===== src/rtl/pin_irq_pkg.sv =====
package pin_irq_pkg;

  typedef enum logic [2:0] {
    TK_LVL_LO = 3'd0,
    TK_LVL_HI = 3'd1,
    TK_RISE   = 3'd2,
    TK_FALL   = 3'd3,
    TK_BOTH   = 3'd4
  } trig_kind_e;

  // both / edge / polarity bits of one pin to a trigger kind
  function automatic trig_kind_e kind_of(input logic both, input logic edg,
                                         input logic pol);
    if (!edg)      return pol ? TK_LVL_HI : TK_LVL_LO;
    else if (both) return TK_BOTH;
    else           return pol ? TK_RISE : TK_FALL;
  endfunction

endpackage


===== src/rtl/pin_irq_decode.sv =====
module pin_irq_decode
  import pin_irq_pkg::*;
(
  input  logic       both_bit,
  input  logic       edge_bit,
  input  logic       pol_bit,
  output trig_kind_e kind,
  output logic       is_edge
);
  always_comb begin
    kind    = kind_of(both_bit, edge_bit, pol_bit);
    is_edge = (kind == TK_RISE) || (kind == TK_FALL) || (kind == TK_BOTH);
  end
endmodule


===== src/rtl/pin_irq_cell.sv =====
module pin_irq_cell
  import pin_irq_pkg::*;
(
  input  logic       clk,
  input  logic       rst,
  input  logic       primed,
  input  logic       pin,
  input  logic       clr,
  input  trig_kind_e kind,
  input  logic       is_edge,
  output logic       status_nxt,
  output logic       status
);
  logic pin_q;
  logic rose, dropped, hit, lvl_active;

  always_comb begin
    rose    = primed & pin & ~pin_q;
    dropped = primed & ~pin & pin_q;
    unique case (kind)
      TK_RISE: hit = rose;
      TK_FALL: hit = dropped;
      TK_BOTH: hit = rose | dropped;
      default: hit = 1'b0;
    endcase
    lvl_active = (kind == TK_LVL_HI) ? pin : ~pin;
    if (is_edge) status_nxt = hit | (status & ~clr);
    else         status_nxt = lvl_active;
  end

  always_ff @(posedge clk) begin
    if (rst) begin
      pin_q  <= 1'b0;
      status <= 1'b0;
    end else begin
      pin_q  <= pin;
      status <= status_nxt;
    end
  end
endmodule


===== src/rtl/pin_irq_merge.sv =====
module pin_irq_merge #(
  parameter int NPINS = 8
) (
  input  logic             clk,
  input  logic             rst,
  input  logic [NPINS-1:0] status_nxt,
  input  logic [NPINS-1:0] enable,
  output logic             irq
);
  always_ff @(posedge clk) begin
    if (rst) irq <= 1'b0;
    else     irq <= |(status_nxt & enable);
  end
endmodule


===== src/rtl/pin_irq_detect.sv =====
module pin_irq_detect
  import pin_irq_pkg::*;
#(
  parameter int NPINS = 8
) (
  input  logic               clk,
  input  logic               rst,
  input  logic [NPINS-1:0]   pin_in,
  input  logic [NPINS-1:0]   irq_en,
  input  logic [3*NPINS-1:0] trig_cfg,
  input  logic [NPINS-1:0]   clr_strobe,
  output logic [NPINS-1:0]   pend,
  output logic               port_irq
);
  localparam int EDGE_LSB = NPINS;
  localparam int BOTH_LSB = 2 * NPINS;

  logic             primed;
  logic [NPINS-1:0] nxt_vec;

  // first sample after reset only loads history
  always_ff @(posedge clk) begin
    if (rst) primed <= 1'b0;
    else     primed <= 1'b1;
  end

  for (genvar g = 0; g < NPINS; g++) begin : g_pin
    trig_kind_e kind;
    logic       is_edge;

    pin_irq_decode u_dec (
      .both_bit (trig_cfg[BOTH_LSB + g]),
      .edge_bit (trig_cfg[EDGE_LSB + g]),
      .pol_bit  (trig_cfg[g]),
      .kind     (kind),
      .is_edge  (is_edge)
    );

    pin_irq_cell u_cell (
      .clk        (clk),
      .rst        (rst),
      .primed     (primed),
      .pin        (pin_in[g]),
      .clr        (clr_strobe[g]),
      .kind       (kind),
      .is_edge    (is_edge),
      .status_nxt (nxt_vec[g]),
      .status     (pend[g])
    );
  end

  pin_irq_merge #(.NPINS(NPINS)) u_merge (
    .clk        (clk),
    .rst        (rst),
    .status_nxt (nxt_vec),
    .enable     (irq_en),
    .irq        (port_irq)
  );
endmodule


===== config.mk =====
export PLATFORM = sky130hd
export DESIGN_NAME = pin_irq_detect
export DESIGN_NICKNAME = d
export VERILOG_FILES = /design/src/rtl/pin_irq_pkg.sv /design/src/rtl/pin_irq_decode.sv /design/src/rtl/pin_irq_cell.sv /design/src/rtl/pin_irq_merge.sv /design/src/rtl/pin_irq_detect.sv
export SDC_FILE = /design/constraint.sdc
export NUM_CORES = 1
export LEC_CHECK = 0
export ABC_AREA = 1
export BUFFER_PORTS_ARGS = -buffer_cell sky130_fd_sc_hd__buf_2
export CORE_MARGIN = 8
export CORE_UTILIZATION = 44
export CTS_BUF_LIST = sky130_fd_sc_hd__clkbuf_8 sky130_fd_sc_hd__clkbuf_16
export CTS_CLUSTER_DIAMETER = 150
export DETAILED_ROUTE_END_ITERATION = 7
export PLACE_DENSITY = 0.76
export SLEW_MARGIN = 25
export SYNTH_ARGS = -nofsm -noshare
export SYNTH_HDL_FRONTEND = slang
export SYNTH_SLANG_ARGS = --single-unit
export TNS_END_PERCENT = 50

===== constraint.sdc =====
create_clock -name clk -period 1.2 [get_ports clk]
set_input_delay 0.06 -clock clk [delete_from_list [all_inputs] [get_ports clk]]
set_output_delay 0.06 -clock clk [all_outputs]
set_load 0.03 [all_outputs]

# Word-level counts from Yosys, hierarchy flattened
# Cells that the tools add are included.
# Widths: inputs -> output; s select.
[classes]
eq_ne = 32
n_mux = 57
n_bitwise = 81
n_reduce_logical = 17
[op_table]
columns = ["operator", "count"]
rows = [
  ["$eq 3x2->1 const B", 16],
  ["$mux 3", 16],
  ["$and 1x1->1", 40],
  ["$mux 1", 33],
  ["$eq 3x1->1 const B", 8],
  ["$eq 3x3->1 const B", 8],
  ["$not 1->1", 24],
  ["$pmux 1 s3", 8],
  ["$logic_or 1x1->1", 16],
  ["$or 1x1->1", 16],
  ["$and 8x8->8", 1],
  ["$reduce_or 8->1", 1],
]
[word_totals]
ff_bits = 18
inputBits = 50
output_inout_bits = 9
wordCells = 205

# Logic depth before layout (Yosys ltp)
[depth]
ltp_word = 9
ltp_mapped = 11
ltp_nobuf = 11

# Hierarchy
# From an unflattened synthesis, not the netlist that was laid out.
[hier_totals]
hier_cells = 282
area_unflattened_um2 = 1502.7
[by_module_without_submodules]
columns = ["mod", "instances", "cells_per_inst", "area_each_um2", "seq_area_each_um2"]
rows = [
  ["pin_irq_cell", 8, 24, 141.4, 40.0],
  ["pin_irq_decode", 8, 9, 33.8, 0.0],
  ["pin_irq_merge", 1, 16, 77.6, 20.0],
  ["pin_irq_detect", 1, 2, 23.8, 20.0],
]

# Least setup slack after synthesis
# OpenSTA, ideal clock, no wires.
[synth_path]
path_kind = "flip-flop to flip-flop"
start = "register primed"
end = "register u_merge.irq"
setup_time_ns = 0.112
t_arrival_ns = 0.889
t_required_ns = 1.088
path_slack_ns = 0.199
stages_incl_launch_ff = 10
n_path_buf = 1
synth_period_minus_slack_ns = 1.001
cell_sequence = "dfxtp_1 buf_4 nand3_1 nand2_1 nand3_1 nand2_1 nor2_2 nand2_1 nand2_1 nand2_1"
[synth_via]
elab_chain_len = 8
elab_cells_between_ends = 66
cone_classes = "mux (16); bitwise (49); reduce/logical (1)"
[synth_rtl]
columns = ["element", "line", "source"]
rows = [
  ["from (decl)", "pin_irq_detect.sv:18", "logic primed;"],
  ["from (signal assigned)", "pin_irq_detect.sv:23", "if (rst) primed <= 1'b0;"],
  ["from (signal assigned)", "pin_irq_detect.sv:24", "else primed <= 1'b1;"],
  ["$and 1x1->1, on equally long branches (2 in series)", "pin_irq_cell.sv:18, pin_irq_cell.sv:19", ""],
  ["$or 1x1->1", "pin_irq_cell.sv:23", "TK_BOTH: hit = rose | dropped;"],
  ["$pmux 1 s3", "pin_irq_cell.sv:20", "unique case (kind)"],
  ["$or 1x1->1", "pin_irq_cell.sv:27", "if (is_edge) status_nxt = hit | (status & ~clr);"],
  ["$mux 1", "pin_irq_cell.sv:27", ""],
  ["$and 8x8->8 (*)", "pin_irq_merge.sv:12", "else irq <= |(status_nxt & enable);"],
  ["$reduce_or 8->1 (*)", "pin_irq_merge.sv:12", ""],
  ["to (signal assigned)", "pin_irq_merge.sv:12", ""],
  ["to (decl)", "pin_irq_merge.sv:8", "output logic irq"],
]
# Mark *: on every way between the ends. The rest lies on a longest branch, timed or not.
# A chain may end at the register's enable or synchronous reset.

# Final worst setup path
[layout_path]
start = "register g_pin[4].u_cell.status"
end = "register u_merge.irq"
[layout_via]
elab_chain_len = 5
[layout_rtl]
columns = ["element", "line", "source"]
rows = [
  ["from (decl)", "pin_irq_cell.sv:12", "output logic status"],
  ["from (signal assigned)", "pin_irq_cell.sv:37", "status <= status_nxt;"],
  ["$and 1x1->1", "pin_irq_cell.sv:27", ""],
  ["$or 1x1->1", "pin_irq_cell.sv:27", ""],
  ["$mux 1", "pin_irq_cell.sv:27", ""],
  ["$and 8x8->8", "pin_irq_merge.sv:12", ""],
  ["$reduce_or 8->1", "pin_irq_merge.sv:12", ""],
]
# Every way passes these cells.

==> metrics <==
status complete, no violations; Slew @ Worst Pin 0.266 ns; Main synth FF type dfxtp_1; Max Cap Viol 0; Yosys warning count 0; crit path max fanout 3; hpwl dp 2100 um; cell repeated most along the worst path nand2_1; post-CTS setup buffers 0; fin cells 259; core area 0.00245 sq mm; initial antenna violation count 0; Ports 59; Tmin final 1.08 ns; clock root cell clkbuf_8; Post-DRT Antenna Nets 0; most used standard cell by instance count after synthesis nand2_1; EDFF count, synth 0; vias in the first global route 981; fin util 57.8%; crit path kind flip-flop to flip-flop; die footprint 0.00442 sq mm; register clock-pin slew on the reported worst setup and hold paths 0.07 ns; fmax 0.926 GHz; I/O Buffers 58; max-slew violations 0; synth unique cells 19; most frequent cells after synthesis 65 x nand2_1, 22 x inv_1, 18 x dfxtp_1, 18 x nor2_1, 12 x nand3_1; Final Skew 0.00509 ns; fin nets 281; Fin Setup TNS 0 ns; relative slew slack 82.3%; Layout area overhead 26.5%; period utilization 90.0%; Hold Path Class primary input to flip-flop; gr ovfl total 0; Startpoint Class flip-flop; ys async rst share 0%; Mean Syn Cell Area 6.31 sq um; Pleak 0.000862 uW; standard-cell rows 18; Starting Density 45.7%; cts bufs inserted 3; WP data arrival 1.23 ns; Post-DP Area 0.00138 sq mm; H-tree Lvls 1; clock sinks 18; ratio of cells with drive above 1 in the final layout 34.5%; cts hold-fix bufs 0; mapped cell area 0.00112 sq mm; Cells after Synth 178; Clock Tree Buf Depth 2; post-placement cell count 256; crit-path cells a21boi_0 > nand2_1 > nand3_1 > nand2_1 > nor2_2 > nand2_1 > nand2_1 > nand2_1; PD cells 1040 mW/mm^2; crit end category flip-flop; Routed wire per std cell 9.37 um; sequential area share after synthesis 32.1%; GRT Total Usage 11.0%; total iterations of the first detailed-routing run 4; top cell type by total area after synthesis dfxtp_1; post-layout instance area 0.00142 sq mm; DRT iter0 DRCs 31; Req. time, crit path 1.35 ns; # setup viols final 0; height of the die 66.5 um; vias 1,094; Critical-path top delay cell dfxtp_1; drt drc 0; RSZ-0062 raised after global routing false; #FFs+latches synth 18; syn_nets 228; top post-synthesis cells by area dfxtp_1 32%, nand2_1 22%, inv_1 7.4%; first-pass GRT wire length 3940 um; pin count of the biggest net entering global routing 11; top cell type's share of synthesized area 32.1%; worst skew pair latency 0.25 ns; CP max stage delay 0.31 ns; Hold WS 0.0189 ns; CTS tree built; VDD IR max 0.000679 V; Final Hold Vio Count 0; routed wire length 2430 um; gpl congestion 0.712; vias per cell 4.22; die width 66.5 um; ant diodes 0
-- stage by stage --
step / power (uW) / worst slack [ns]
finish: 1470 / 0.120
global placement: 1080 / 0.112
detailed placement: 1090 / 0.0878
CTS: 1500 / 0.0792
floorplan: 966 / 0.199
global route: 1580 / 0.00897
-- final cells by class --
cell class	count	area [sq um]
Clock buffer	3	41.3
Fill cell	255	1030
Inverter	32	128
Multi-Input combinational cell	117	554
Sequential cell	18	362
Tap cell	30	37.5
Timing Repair Buffer	59	298
-- report_power, final --
part	internal [uW]	switching [uW]
logic	169	228
registers	643	26.8
clock network	222	183
-- final timing paths --
| check | startpoint | end | slack [ns] | cells past startpoint |
|---|---|---|---|---|
| worst max register to register | g_pin[4].u_cell.status | u_merge.irq | 0.12 | 8 |
| worst max-delay path | g_pin[4].u_cell.status | u_merge.irq | 0.12 | 8 |
| worst min register to register | g_pin[6].u_cell.status | g_pin[6].u_cell.status | 0.63 | 4 |
| worst min-delay path | irq_en[6] | u_merge.irq | 0.02 | 3 |
-- timing repair --
item | 4_1_cts | 5_1_grt
setup endpoints to repair | 0 | 1
endpoints found under the hold margin | 0 | 0
gates resized for setup | 0 | 2
-- worst max-delay path, delay by kind of cell (launching register included) --
kind	cells	cell delay, ns
flops	1	0.31
compound gates	1	0.19
simple gates	7	0.48
-- sequential cells by signal, indices dropped and copies added (netlist names) --
signal	flops
primed	1
g_pin.u_cell.pin_q	8
g_pin.u_cell.status	8
u_merge.irq	1
-- layout by cell type (no fill, tap or decap), types with 2 or more instances in the layout --
cell	netlist	layout
buf_2	1	58
a21boi_0	6	5
dfxtp_1	18	17
inv_1	22	22
a21boi_1	1	2
clkbuf_8	0	3
nor2_1	18	18
nand2_1	65	65
nand3_1	12	12
inv_2	9	9
xor2_1	8	8
-- layer usage --
layer | GRT usage [%] | share of wire (%) | vias up
met5 | 0 | 0 | -
met4 | 4.80 | 0.33 | 0
met3 | 2.35 | 8.1 | 2
met2 | 17.4 | 45 | 32
met1 | 14.0 | 46 | 440
li1 | - | - | 620
-- cells by family (layout without fill, tap and decap cells) --
kind of cell / count (synthesis) / in the layout / synth area share [%]
buffers and inverters: 43 / 94 / 18.5
flip-flops: 18 / 18 / 32.1
XOR/XNOR: 9 / 9 / 7.02
AO/OA/AOI/OAI: 9 / 9 / 6.24
AND/OR/NAND/NOR: 99 / 99 / 36.1
Power figures use the tool's default switching activity.
